<file path="config.mk">
export PLATFORM = sky130hd
export DESIGN_NAME = lsu_core
export DESIGN_NICKNAME = d
export VERILOG_FILES = /design/src/rtl/lsu_pkg.sv /design/src/rtl/lsu_agen.sv /design/src/rtl/lsu_resv.sv /design/src/rtl/lsu_extend.sv /design/src/rtl/lsu_core.sv
export SDC_FILE = /design/constraint.sdc
export NUM_CORES = 1
export LEC_CHECK = 0
export BUFFER_PORTS_ARGS = -buffer_cell sky130_fd_sc_hd__buf_4
export CORE_MARGIN = 4
export CORE_UTILIZATION = 40
export CTS_CLUSTER_SIZE = 30
export DETAILED_ROUTE_END_ITERATION = 7
export MAX_ROUTING_LAYER = met4
export PLACE_DENSITY_LB_ADDON = 0.3
export RECOVER_POWER = 50
export SETUP_SLACK_MARGIN = 0.05
export SYNTH_ARGS = -nofsm -noshare
export SYNTH_HDL_FRONTEND = slang
export SYNTH_HIERARCHICAL = 1
export SYNTH_SLANG_ARGS = --single-unit
</file>
<file path="constraint.sdc">
create_clock -name clk -period 5.06 [get_ports clk]
set_clock_uncertainty 0.15 [all_clocks]
set_input_delay 0.506 -clock clk [delete_from_list [all_inputs] [get_ports clk]]
set_output_delay 0.506 -clock clk [all_outputs]
set_load 0.01 [all_outputs]
</file>
<file path="src/rtl/lsu_pkg.sv">
package lsu_pkg;
    localparam int XLEN  = 32;
    localparam int LANES = XLEN / 8;
    localparam int OFS_W = $clog2(LANES);
    localparam int WA_W  = XLEN - OFS_W;

    typedef enum logic [1:0] {
        K_LOAD  = 2'd0,
        K_STORE = 2'd1,
        K_LINK  = 2'd2,
        K_COND  = 2'd3
    } kind_e;

    typedef enum logic [1:0] {
        SZ_B  = 2'd0,
        SZ_H  = 2'd1,
        SZ_W  = 2'd2,
        SZ_WX = 2'd3
    } size_e;

    typedef struct packed {
        logic             busy;
        kind_e            kind;
        size_e            size;
        logic             uns;
        logic [OFS_W-1:0] ofs;
        logic             bad;
        logic             sc_ok;
    } stage_t;

    typedef struct packed {
        logic            valid;
        logic [WA_W-1:0] word;
    } resv_t;
endpackage

</file>
<file path="src/rtl/lsu_agen.sv">
module lsu_agen
    import lsu_pkg::*;
#(
    parameter int DISP_W = 16
) (
    input  logic [XLEN-1:0]   base,
    input  logic [DISP_W-1:0] disp,
    input  kind_e             kind,
    input  size_e             size,
    input  logic [XLEN-1:0]   sd,
    output logic [XLEN-1:0]   ea,
    output size_e             eff_size,
    output logic              bad,
    output logic [LANES-1:0]  be,
    output logic [XLEN-1:0]   wdata
);
    always_comb begin
        ea = base + {{(XLEN-DISP_W){disp[DISP_W-1]}}, disp};
        if (kind == K_LINK || kind == K_COND || size == SZ_WX)
            eff_size = SZ_W;
        else
            eff_size = size;
        case (eff_size)
            SZ_B: begin
                bad   = 1'b0;
                be    = LANES'(1) << ea[OFS_W-1:0];
                wdata = {LANES{sd[7:0]}};
            end
            SZ_H: begin
                bad   = ea[0];
                be    = LANES'(3) << {ea[OFS_W-1:1], 1'b0};
                wdata = {(LANES/2){sd[15:0]}};
            end
            default: begin
                bad   = |ea[OFS_W-1:0];
                be    = '1;
                wdata = sd;
            end
        endcase
    end
endmodule

</file>
<file path="src/rtl/lsu_resv.sv">
module lsu_resv
    import lsu_pkg::*;
(
    input  logic            clk,
    input  logic            rst_n,
    input  logic            ll_fire,
    input  logic            sc_fire,
    input  logic            st_fire,
    input  logic [WA_W-1:0] acc_word,
    input  logic            snoop_valid,
    input  logic [WA_W-1:0] snoop_word,
    output logic            sc_ok
);
    resv_t rs_d, rs_q;
    logic  snoop_hits_acc;

    always_comb begin
        snoop_hits_acc = snoop_valid && (snoop_word == acc_word);
        sc_ok = sc_fire && rs_q.valid && (rs_q.word == acc_word) && !snoop_hits_acc;
        rs_d = rs_q;
        if (snoop_valid && snoop_word == rs_q.word)
            rs_d.valid = 1'b0;
        if (st_fire && acc_word == rs_q.word)
            rs_d.valid = 1'b0;
        if (sc_fire)
            rs_d.valid = 1'b0;
        if (ll_fire) begin
            rs_d.valid = !snoop_hits_acc;
            rs_d.word  = acc_word;
        end
    end

    always_ff @(posedge clk) begin
        if (!rst_n) rs_q <= '0;
        else        rs_q <= rs_d;
    end

    assert_sc_needs_resv_R8: assert property (@(posedge clk) disable iff (!rst_n)
        (sc_fire && !rs_q.valid) |-> !sc_ok);
    assert_sc_clears_R11: assert property (@(posedge clk) disable iff (!rst_n)
        (sc_fire && !ll_fire) |=> !rs_q.valid);
    assert_snoop_clears_R9: assert property (@(posedge clk) disable iff (!rst_n)
        (snoop_valid && rs_q.valid && snoop_word == rs_q.word && !ll_fire) |=> !rs_q.valid);
endmodule

</file>
<file path="src/rtl/lsu_extend.sv">
module lsu_extend
    import lsu_pkg::*;
(
    input  logic [XLEN-1:0]  raw,
    input  size_e            size,
    input  logic             uns,
    input  logic [OFS_W-1:0] ofs,
    output logic [XLEN-1:0]  value
);
    logic [XLEN-1:0] sh_b, sh_h;

    always_comb begin
        sh_b = raw >> {ofs, 3'b000};
        sh_h = raw >> {ofs[OFS_W-1:1], 4'b0000};
        case (size)
            SZ_B:    value = uns ? {{(XLEN-8){1'b0}}, sh_b[7:0]}
                                 : {{(XLEN-8){sh_b[7]}}, sh_b[7:0]};
            SZ_H:    value = uns ? {{(XLEN-16){1'b0}}, sh_h[15:0]}
                                 : {{(XLEN-16){sh_h[15]}}, sh_h[15:0]};
            default: value = raw;
        endcase
    end
endmodule

</file>
<file path="src/rtl/lsu_core.sv">
module lsu_core
    import lsu_pkg::*;
#(
    parameter int ADDR_W = 10,
    parameter int DISP_W = 16
) (
    input  logic              clk,
    input  logic              rst_n,
    input  logic              req_valid,
    input  logic [1:0]        req_kind,
    input  logic [1:0]        req_size,
    input  logic              req_unsigned,
    input  logic [XLEN-1:0]   req_base,
    input  logic [DISP_W-1:0] req_disp,
    input  logic [XLEN-1:0]   req_wdata,
    input  logic              snoop_valid,
    input  logic [XLEN-1:0]   snoop_addr,
    output logic              mem_en,
    output logic              mem_we,
    output logic [LANES-1:0]  mem_be,
    output logic [ADDR_W-1:0] mem_addr,
    output logic [XLEN-1:0]   mem_wdata,
    input  logic [XLEN-1:0]   mem_rdata,
    output logic              done,
    output logic              misalign,
    output logic [XLEN-1:0]   rdata
);
    kind_e           kind;
    size_e           eff_size;
    logic [XLEN-1:0] ea, wdata, ext_val;
    logic [LANES-1:0] be;
    logic            bad, fire, sc_ok;
    stage_t          st_d, st_q;

    assign kind = kind_e'(req_kind);

    lsu_agen #(.DISP_W(DISP_W)) u_agen (
        .base(req_base), .disp(req_disp), .kind(kind), .size(size_e'(req_size)),
        .sd(req_wdata), .ea(ea), .eff_size(eff_size), .bad(bad), .be(be), .wdata(wdata)
    );

    assign fire = req_valid && !bad;

    lsu_resv u_resv (
        .clk(clk), .rst_n(rst_n),
        .ll_fire(fire && kind == K_LINK),
        .sc_fire(fire && kind == K_COND),
        .st_fire(fire && kind == K_STORE),
        .acc_word(ea[XLEN-1:OFS_W]),
        .snoop_valid(snoop_valid),
        .snoop_word(snoop_addr[XLEN-1:OFS_W]),
        .sc_ok(sc_ok)
    );

    always_comb begin
        mem_en    = fire && (kind != K_COND || sc_ok);
        mem_we    = mem_en && (kind == K_STORE || kind == K_COND);
        mem_be    = mem_we ? be : '0;
        mem_addr  = ea[ADDR_W+OFS_W-1:OFS_W];
        mem_wdata = wdata;
        st_d.busy  = req_valid;
        st_d.kind  = kind;
        st_d.size  = eff_size;
        st_d.uns   = req_unsigned;
        st_d.ofs   = ea[OFS_W-1:0];
        st_d.bad   = req_valid && bad;
        st_d.sc_ok = sc_ok;
    end

    always_ff @(posedge clk) begin
        if (!rst_n) st_q <= '0;
        else        st_q <= st_d;
    end

    lsu_extend u_ext (
        .raw(mem_rdata), .size(st_q.size), .uns(st_q.uns), .ofs(st_q.ofs), .value(ext_val)
    );

    always_comb begin
        done     = st_q.busy;
        misalign = st_q.busy && st_q.bad;
        rdata    = '0;
        if (st_q.busy && !st_q.bad) begin
            case (st_q.kind)
                K_LOAD, K_LINK: rdata = ext_val;
                K_COND:         rdata = {{(XLEN-1){1'b0}}, st_q.sc_ok};
                default:        rdata = '0;
            endcase
        end
    end

    assert_done_follows_R2: assert property (@(posedge clk) disable iff (!rst_n)
        req_valid |=> done);
    assert_done_idle_R2: assert property (@(posedge clk) disable iff (!rst_n)
        !req_valid |=> !done);
    assert_misalign_quiet_R5: assert property (@(posedge clk) disable iff (!rst_n)
        (req_valid && bad) |-> !mem_en);
    assert_byte_lane_R4: assert property (@(posedge clk) disable iff (!rst_n)
        (mem_we && eff_size == SZ_B) |-> $countones(mem_be) == 1);
    assert_write_enabled_R4: assert property (@(posedge clk) disable iff (!rst_n)
        mem_we |-> mem_en);
endmodule

</file>
# After elaboration in Yosys (flattened, before gate mapping)
# Index checks and enable logic that the tools add are counted.
# W data, S select, Z words.
[op_classes] n_mux=14 add_sub_neg=1 n_eq_ne=13 reduce_logical=28 n_shift=4
[ops] op="$pmux W32 S2" count=3
[ops] op="$eq A30 B30 Y1" count=4
[ops] op="$mux W32" count=3
[ops] op="$add A32 B32 Y32" count=1
[ops] op="$shr A32 B5 Y16" count=1
[ops] op="$shr A32 B5 Y8" count=1
[ops] op="$mux W31" count=1
[ops] op="$logic_and A1 B1 Y1" count=15
[ops] op="$eq A2 B2 Y1 const B" count=5
[ops] op="$pmux W4 S2" count=1
[ops] op="$eq A2 B1 Y1 const B" count=3
[ops] op="$logic_not A2 Y1" count=3
[ops] op="$logic_or A1 B1 Y1" count=4
[ops] op="$mux W4" count=1
[ops] op="$reduce_bool A4 Y1" count=1
[ops] op="$reduce_or A2 Y1" count=2
[ops] op="$shl A1 B2 Y4 const A" count=1
[ops] op="$shl A2 B2 Y4 const A" count=1
[ops] op="$logic_not A1 Y1" count=3
[ops] op="$mux W1" count=3
[ops] op="$mux W2" count=1
[ops] op="$ne A2 B2 Y1 const B" count=1
[ops] op="$pmux W1 S2" count=1
[word_totals] reg_bits=41 inputBits=153 out_inout_bits=82 elab_cells=69

# Logic depth before layout (Yosys ltp)
# Gate-level depths: netlist (run 1).
[logic_depth] word_depth=16 ltp_mapped=17 ltp_nobuf=17

# By module
# Netlist (run 1), hierarchy kept.
[modules_own_cells] mod="lsu_resv" seq_area_each_um2=620.6 n_inst=1 area_each_um2=2175.8 cells_each=225
[modules_own_cells] mod="lsu_agen" seq_area_each_um2=0.0 n_inst=1 area_each_um2=2172.1 cells_each=311
[modules_own_cells] mod="lsu_extend" seq_area_each_um2=0.0 n_inst=1 area_each_um2=709.4 cells_each=93
[modules_own_cells] mod="lsu_core" seq_area_each_um2=200.2 n_inst=1 area_each_um2=589.3 cells_each=73

# Worst setup path after synthesis (run 1)
# Ideal clock, no wire load.
[synth_timing] kind="input -> output" startpoint="in req_base[0]" endpoint="out mem_be[0]" cell_stages=17 required_ns=4.404 arrival_ns=3.702 n_path_buf=0 slack_ns=0.702 cell_sequence="ha_1 > inv_1 > fa_1 > nand2b_1 > a21oi_1 > o21ai_0 > o211ai_1 > a31oi_1 > o21bai_1 > xor2_1 > xnor2_1 > nand4_1 > nor4_2 > nand2_1 > nor3b_2 > nor2b_1 > nor3b_1"
[synth_between] word_cells_on_any_way=20 cone_classes="add/sub (1); eq/ne (2); shift (2); mux (3); reduce/logical (12)"
[synth_rtl] element="start, declared" line_no="lsu_core.sv:13" rtl="input logic [XLEN-1:0] req_base,"
[synth_rtl] element="$add A32 B32 Y32 *" line_no="lsu_agen.sv:18" rtl="ea = base + {{(XLEN-DISP_W){disp[DISP_W-1]}}, disp};"
[synth_rtl] element="named net ea[26]" line_no="lsu_core.sv:30" rtl="logic [XLEN-1:0] ea, wdata, ext_val;"
[synth_rtl] element="$eq A30 B30 Y1" line_no="lsu_resv.sv:18" rtl="snoop_hits_acc = snoop_valid && (snoop_word == acc_word);"
[synth_rtl] element="$logic_and A1 B1 Y1" line_no="lsu_resv.sv:18"
[synth_rtl] element="$logic_not A1 Y1" line_no="lsu_resv.sv:19" rtl="sc_ok = sc_fire && rs_q.valid && (rs_q.word == acc_word) && !snoop_hits_acc;"
[synth_rtl] element="$logic_and A1 B1 Y1 *" line_no="lsu_resv.sv:19"
[synth_rtl] element="named net sc_ok" line_no="lsu_core.sv:32" rtl="logic bad, fire, sc_ok;"
[synth_rtl] element="$logic_or A1 B1 Y1 *" line_no="lsu_core.sv:56" rtl="mem_en = fire && (kind != K_COND || sc_ok);"
[synth_rtl] element="$logic_and A1 B1 Y1 *" line_no="lsu_core.sv:56"
[synth_rtl] element="$logic_and A1 B1 Y1 *" line_no="lsu_core.sv:57" rtl="mem_we = mem_en && (kind == K_STORE || kind == K_COND);"
[synth_rtl] element="$mux W4 *" line_no="lsu_core.sv:58" rtl="mem_be = mem_we ? be : '0;"
[synth_rtl] element="end, declared" line_no="lsu_core.sv:20" rtl="output logic [LANES-1:0] mem_be,"
# Mark *: on every way through the listed nets, which the timed path passes. The rest lies on a longest branch.

# Final worst setup path (run 1)
[layout_timing] startpoint="in req_disp[0]" endpoint="out mem_be[3]"
[layout_between] word_cells_on_any_way=20 cone_classes="add/sub (1); eq/ne (2); shift (2); mux (3); reduce/logical (12)"
[layout_rtl] element="start, declared" line_no="lsu_core.sv:14" rtl="input logic [DISP_W-1:0] req_disp,"
[layout_rtl] element="$add A32 B32 Y32 *" line_no="lsu_agen.sv:18"
[layout_rtl] element="named net ea[30]" line_no="lsu_core.sv:30"
[layout_rtl] element="$eq A30 B30 Y1" line_no="lsu_resv.sv:18"
[layout_rtl] element="$logic_and A1 B1 Y1" line_no="lsu_resv.sv:18"
[layout_rtl] element="$logic_not A1 Y1" line_no="lsu_resv.sv:19"
[layout_rtl] element="$logic_and A1 B1 Y1 *" line_no="lsu_resv.sv:19"
[layout_rtl] element="named net sc_ok" line_no="lsu_core.sv:32"
[layout_rtl] element="$logic_or A1 B1 Y1 *" line_no="lsu_core.sv:56"
[layout_rtl] element="$logic_and A1 B1 Y1 *" line_no="lsu_core.sv:56"
[layout_rtl] element="$logic_and A1 B1 Y1 *" line_no="lsu_core.sv:57"
[layout_rtl] element="$mux W4 *" line_no="lsu_core.sv:58"
# Marked as above.

==> results.yml, run 1 <==
run_status:
  status: "finished, violations left"
  violations: "max-capacitance violations, max-slew violations"
timing:
  slew_viol_final: 43
  relSlewSlack_pct: -7.86
  finalCritPeriodShare_pct: 97.7
  setup_ws_ns: 0.118
  setup-violations-final: 0
  rsz0062_at_grt: "yes"
  tightest_slew_ns: 1.62
  period_needed_ns: 4.94
  fin_hold_ws_ns: 0.289
  clock.fmax_mhz: 202
  hold_viol: 0
floorplanning:
  die_h_um: 127
  core_area_um2: 13800
  dieArea_um2: 16100
  rows: 43
  fp.dieW_um: 127
  start_util_pct: 40.8
  io_pins: 235
synth:
  avgSynthCellArea_um2: 8.04
  ys_warn_count: 6
  yosysTopAreaCellShare_pct: 14.5
  async_flop_share_pct: 0
  ys_seq_elements: 41
  ys.flop_type: "dfxtp_1"
  syn_nets: 887
  synth_edf_count: 0
  synth_top_cells_by_count: "xnor2_1, nand2_1, mux2i_1"
  synth_cells: 702
  synth_top_area_cell: "dfxtp_1"
  ys_seq_area_share_pct: 14.5
  synth_area_leaders: "dfxtp_1, xnor2_1, mux2i_1"
  synth.distinct_cells: 63
  synth_most_common_cell: "xnor2_1"
  netlist_area_um2: 5650
setup_path:
  critPathBufInv: 5
  slowest_delay_ns: 0.40
  crit_chain: "buf_6, ha_4, inv_2, fa_2, nand2b_4, a21oi_4, o21ai_4, o211ai_1, a31oi_2, o41ai_2, xor2_1, buf_4, buf_4, xnor2_2, nand4_1, nor4_2, nand4_1, nor3b_4, nor2b_4, nor3b_2, buf_4"
  arrival_ns: 4.29
  critPathMostFrequentCell: "buf_4"
  startpoint_type: "primary input"
  worst-path-max-fanout: 6
  cpLargestDelayFamily: "simple AND/OR/NAND/NOR gates"
  crit_required_ns: 4.40
  cp_slowest_cell: "o41ai_2"
  reg2reg_slack_ns: 3.13
  crit_path_end_kind: "primary output"
  critPathKind: "in -> out"
global_route:
  antenna_found_initial: 0
  grt.overflow.total: 0
  grt_pass1_wl_um: 29400
  gr-usage-all-layers_pct: 22.8
  grt_pass1_vias: 5758
  grt_max_degree: 43
place:
  place.gp.congestion: 0.967
  dp.cells: 1109
  portBuffers: 232
  hpwl_um: 15400
  place_ws_ns: -0.185
clock_tree:
  cts_root_buf: "clkbuf_16"
  cts_tree: "yes"
  cts_buffers: 5
  cts_sinks: 41
  cts_buffer_depth: 2
  clkSlewWorstSetupHoldPaths_ns: 0.06
  clock_latency_ns: 0.29
  h-tree-depth: 2
power_and_ir_drop:
  powerDensity_nw_per_um2: 208
  total_power_mw: 1.63
  total_leakage_power_nw: 3.26
  vdd_ir_drop_max_mv: 0.126
route:
  post_drt_wl_per_cell_um: 16.9
  drc: 0
  firstDrtPassIters: 5
  drt_iter0_drc: 324
  ant_nets: 0
  avgViaCountPerCell: 5.32
  vias: 5979
  routed_wirelength_um: 19000
final_layout:
  finalNonFillerCells: 1123
  utilization_pct: 56.9
  drive_gt1_share_pct: 33.0
  fillCellCount: 1335
  antenna_cells: 0
  final_nets: 1127
  syn_to_final_growth_pct: 39.3
job:
  drv_cap: 1
worst_hold_path:
  min_path_type: "in -> reg"
[layer usage]
layer / vias up / global-route usage [%] / part of all wire (%)
met5: - / - / 0
met4: 0 / 6.62 / 2.5
met3: 28 / 2.99 / 6.3
met2: 234 / 40.2 / 50
met1: 2727 / 27.1 / 41
li1: 2990 / - / -
[timing repair]
action,4_1_cts,5_1_grt
hold endpoints to repair,0,0
hold buffers,0,0
setup endpoints to repair,6,6
pin swaps,1,15
setup buffers,0,6
resized for setup,3,27
[cell usage in the layout, fill, tap and decap left out, drive strengths merged, types with 2 or more instances in the layout]
cell type and instances:
a221o 8, dfxtp 41, nor2b 33, nand4 25, nor3 6, mux2i 48, a41oi 2, xnor2 93
a31o 2, nand3 8, inv 11, clkbuf 45, mux2 18, o21bai 4, o21ai 38, a22o 8
buf 235, and2 42, o211ai 7, xor2 27, o41ai 2, and3 4, nand2 52, a211oi 5
ha 31, a31oi 3, nor2 31, nor4 10, a21oi 47, nand2b 8, o221a 8, a21o 13
nor3b 9
[sequential cells by signal, summed over array words and instances (netlist names)]
| register | cells |
|---|---|
| done | 1 |
| u_resv/rs_q | 31 |
| st_q | 9 |
[cells by family after synthesis]
kind of cell             after synthesis  synth area share, %
multiplexers                          67                 12.6
AO/OA/AOI/OAI                        158                 19.7
flip-flops                            41                 14.5
adder cells (fa/ha/maj)               32                 7.22
XOR/XNOR                             120                 18.6
buffers and inverters                 53                 4.81
AND/OR/NAND/NOR                      231                 22.6
[path summary, 6_finish.rpt]
kind	end	startpoint	depth (start not counted)
max	mem_be[3]	req_disp[0]	21
min reg2reg	u_resv/rs_q[11]	u_resv/rs_q[11]	2
min	st_q[4]	req_unsigned	2
max reg2reg	st_q[0]	u_resv/rs_q[26]	6
[power breakdown]
group | leakage [nW] | switching (mW) | internal (mW)
Sequential | 0.333 | 0.0204 | 0.335
Clock | 0.0800 | 0.137 | 0.234
Combinational | 2.84 | 0.460 | 0.448
Total | 3.26 | 0.618 | 1.02
[stage by stage]
step                instance area, um^2  setup TNS, ns
finish                             7870              0
global route                       7870         -0.633
CTS                                7850              0
detailed placement                 7670         -0.992
global placement                   7670        -0.0178
floorplan                          5650              0
[cell type report]
class / count / area (um^2) / area share [%]
clock buffer: 5 / 125 / 1.59
clock inverter: 3 / 46.3 / 0.589
inverter: 11 / 41.3 / 0.525
multi-input combinational: 608 / 4690 / 59.6
sequential: 41 / 821 / 10.4
tap: 180 / 225 / 2.86
timing repair buffer: 275 / 1920 / 24.4
Power figures use the tool's default switching activity.
==> run 2, diff against run 1 <==
--- a/config.mk
+++ b/config.mk
@@ -6,6 +6,7 @@
 export NUM_CORES = 1
 export LEC_CHECK = 0
 export BUFFER_PORTS_ARGS = -buffer_cell sky130_fd_sc_hd__buf_4
+export CORE_ASPECT_RATIO = 1.25
 export CORE_MARGIN = 4
 export CORE_UTILIZATION = 40
 export CTS_CLUSTER_SIZE = 30
==> run 2 against run 1 <==
The run still ends with max-capacitance violations, max-slew violations left; design area is essentially flat; sequential cell count is the same; critical path type unchanged; fmax grew 1.8%; total power shrank 3.8%; critical endpoint is now mem_be[1].
==> results.yml, run 2 (synthesis gave the netlist of run 1 again) <==
setup_path:
  cpLargestDelayFamily: "simple AND/OR/NAND/NOR gates"
  slowest_delay_ns: 0.39
  rr_endpoint: "u_resv/rs_q[30]"
  reg2reg_slack_ns: 3.17
  startpoint_type: "primary input"
  arrival_ns: 4.20
  r2r_cells: 6
  crit_required_ns: 4.40
  cp_slowest_cell: "o41ai_2"
  critPathBufInv: 7
  worst-path-max-fanout: 6
  critPathMostFrequentCell: "buf_4"
  crit_path_end_kind: "primary output"
  reg2reg_from: "u_resv/rs_q[5]"
  critPathKind: "in -> out"
  crit_chain: "buf_6, ha_4, inv_2, fa_2, nand2b_4, a21oi_2, buf_6, o21ai_4, o211ai_1, buf_4, a31oi_4, o41ai_2, xor2_1, buf_4, xnor2_2, nand4_1, nor4_2, nand2_1, nor3b_2, nor2b_1, buf_4, nor3b_2, buf_4"
clock_tree:
  clock_latency_ns: 0.28
  cts_hold_buf: 0
  clkSlewWorstSetupHoldPaths_ns: 0.05
  h-tree-depth: 2
  cts_root_buf: "clkbuf_16"
  cts_buffer_depth: 2
  cts_sinks: 41
  cts_buffers: 5
  cts_tree: "yes"
global_route:
  grt.overflow.total: 0
  grt_max_degree: 43
  antenna_found_initial: 0
  grt_pass1_vias: 5801
  grt_pass1_wl_um: 28700
  gr-usage-all-layers_pct: 22.6
final_layout:
  drive_gt1_share_pct: 34.3
  regMostFlops: "u_resv/rs_q"
  mostFrequentLayoutCells: "buf_4, xnor2_1, nand2_1, mux2i_1"
  syn_to_final_growth_pct: 39.4
  final_nets: 1126
  finalNonFillerCells: 1117
  layout_commonest_cell: "buf_4"
  antenna_cells: 0
  largest_reg_flops: 31
place:
  dp.cells: 1102
  place.gp.congestion: 0.961
  hpwl_um: 15500
  portBuffers: 232
  place_ws_ns: 0.0807
power_and_ir_drop:
  comb_power_share_pct: 58.0
  power_switching_mw: 0.605
  total_power_mw: 1.57
  total_leakage_power_nw: 3.26
  p_int_mw: 0.967
  vdd_ir_drop_max_mv: 0.114
  powerDensity_nw_per_um2: 200
  swShare_pct: 38.5
  p_clk_share_pct: 19.3
  p_seq_share_pct: 22.6
route:
  routed_wirelength_um: 19100
  drt_iter0_drc: 286
  post_drt_wl_per_cell_um: 17.1
  firstDrtPassIters: 7
  drc: 0
  ant_nets: 0
  vias: 5998
  avgViaCountPerCell: 5.37
timing:
  setup-violations-final: 0
  fin_hold_ws_ns: 0.282
  tightest_slew_ns: 1.51
  slew_viol_final: 43
  finalCritPeriodShare_pct: 96.0
  setup_tns_ns: 0
  hold_viol: 0
  period_needed_ns: 4.86
  rsz0062_at_grt: "no"
  relSlewSlack_pct: -0.968
  clock.fmax_mhz: 206
  setup_ws_ns: 0.204
floorplanning:
  die_h_um: 141
  core_area_um2: 13800
  dieArea_um2: 16100
  start_util_pct: 40.9
  fp.dieW_um: 114
  rows: 48
  io_pins: 235
worst_hold_path:
  hold_depth: 2
  min_path_type: "in -> reg"
  min-delay-start: "req_unsigned"
  hold_end: "st_q[4]"
run_status:
  status: "finished, violations left"
  violations: "max-capacitance violations, max-slew violations"
job:
  drv_cap: 1
run 2: cell count changes in the layout (fill, tap and decap cells not counted), moves of 3 or more:
cell      before  now
a21oi_1       44   41
a21oi_2        2    6
and2_0        10    7
and2_1        32   35
buf_4        233  236
clkbuf_1      40   35
o21ai_0       31   27
o21ai_2        6   10
run 2: layout make-up:
| cell class | count | area, um^2 |
|---|---|---|
| inverters | 11 | 41.3 |
| fillers | 1394 | 5940 |
| clock inverters | 2 | 10.0 |
| clock buffers | 6 | 129 |
| multi-input cells | 608 | 4710 |
| well taps | 175 | 219 |
| repair buffers | 274 | 1940 |
| flip-flops and latches | 41 | 821 |
run 2: worst max-delay path by stage:
stage          cells past startpoint         to  slack, ns         from
4_1_cts                           23  mem_be[1]       0.06  req_base[0]
3_3_place_gp                      22  mem_be[2]       0.14  req_base[0]
5_1_grt                           21     mem_we       0.02  req_base[1]
2_1_floorplan                     17  mem_be[0]       0.70  req_base[0]
6_report                          23  mem_be[1]       0.20  req_disp[0]
3_5_place_dp                      22  mem_be[1]       0.08  req_base[0]
run 2: power groups by stage:
| stage | Clock (mW) | Combinational, mW | Sequential [mW] |
|---|---|---|---|
| global placement | 0 | 0.883 | 0.362 |
| finish | 0.304 | 0.913 | 0.356 |
| floorplan | 0 | 0.547 | 0.352 |
| CTS | 0.311 | 0.898 | 0.355 |
| detailed placement | 0 | 0.891 | 0.362 |
| global route | 0.326 | 0.990 | 0.358 |
run 2: worst reg2reg max path, stage by stage, from the launching register on:
cell and delay, ns:
dfxtp_1 0.34, xnor2_1 0.30, nand4_1 0.20, nor4_2 0.34
buf_4 0.16, nand3_1 0.07, a32o_2 0.23
run 2: repair_timing:
item | 4_1_cts | 5_1_grt
endpoints found under the hold margin | 0 | 0
setup endpoints to repair | 4 | 6
setup buffers | 1 | 6
pin swaps | 1 | 20
resized for setup | 0 | 34
run 2: routing by layer:
| layer | up-vias | global-route usage (%) | routed length (um) |
|---|---|---|---|
| li1 | 2987 | - | - |
| met1 | 2764 | 24.4 | 7270 |
| met2 | 211 | 42.8 | 10300 |
| met3 | 36 | 3.05 | 1080 |
| met4 | 0 | 5.69 | 408 |
| met5 | - | - | 0 |
run 2: per-stage QoR:
step | utilization [%] | instance area [um^2]
2_1_floorplan | - | 5650
3_3_place_gp | 55.3 | 7640
3_5_place_dp | 55.3 | 7640
4_1_cts | 56.4 | 7790
5_1_grt | 57.0 | 7870
6_report | 57.0 | 7870
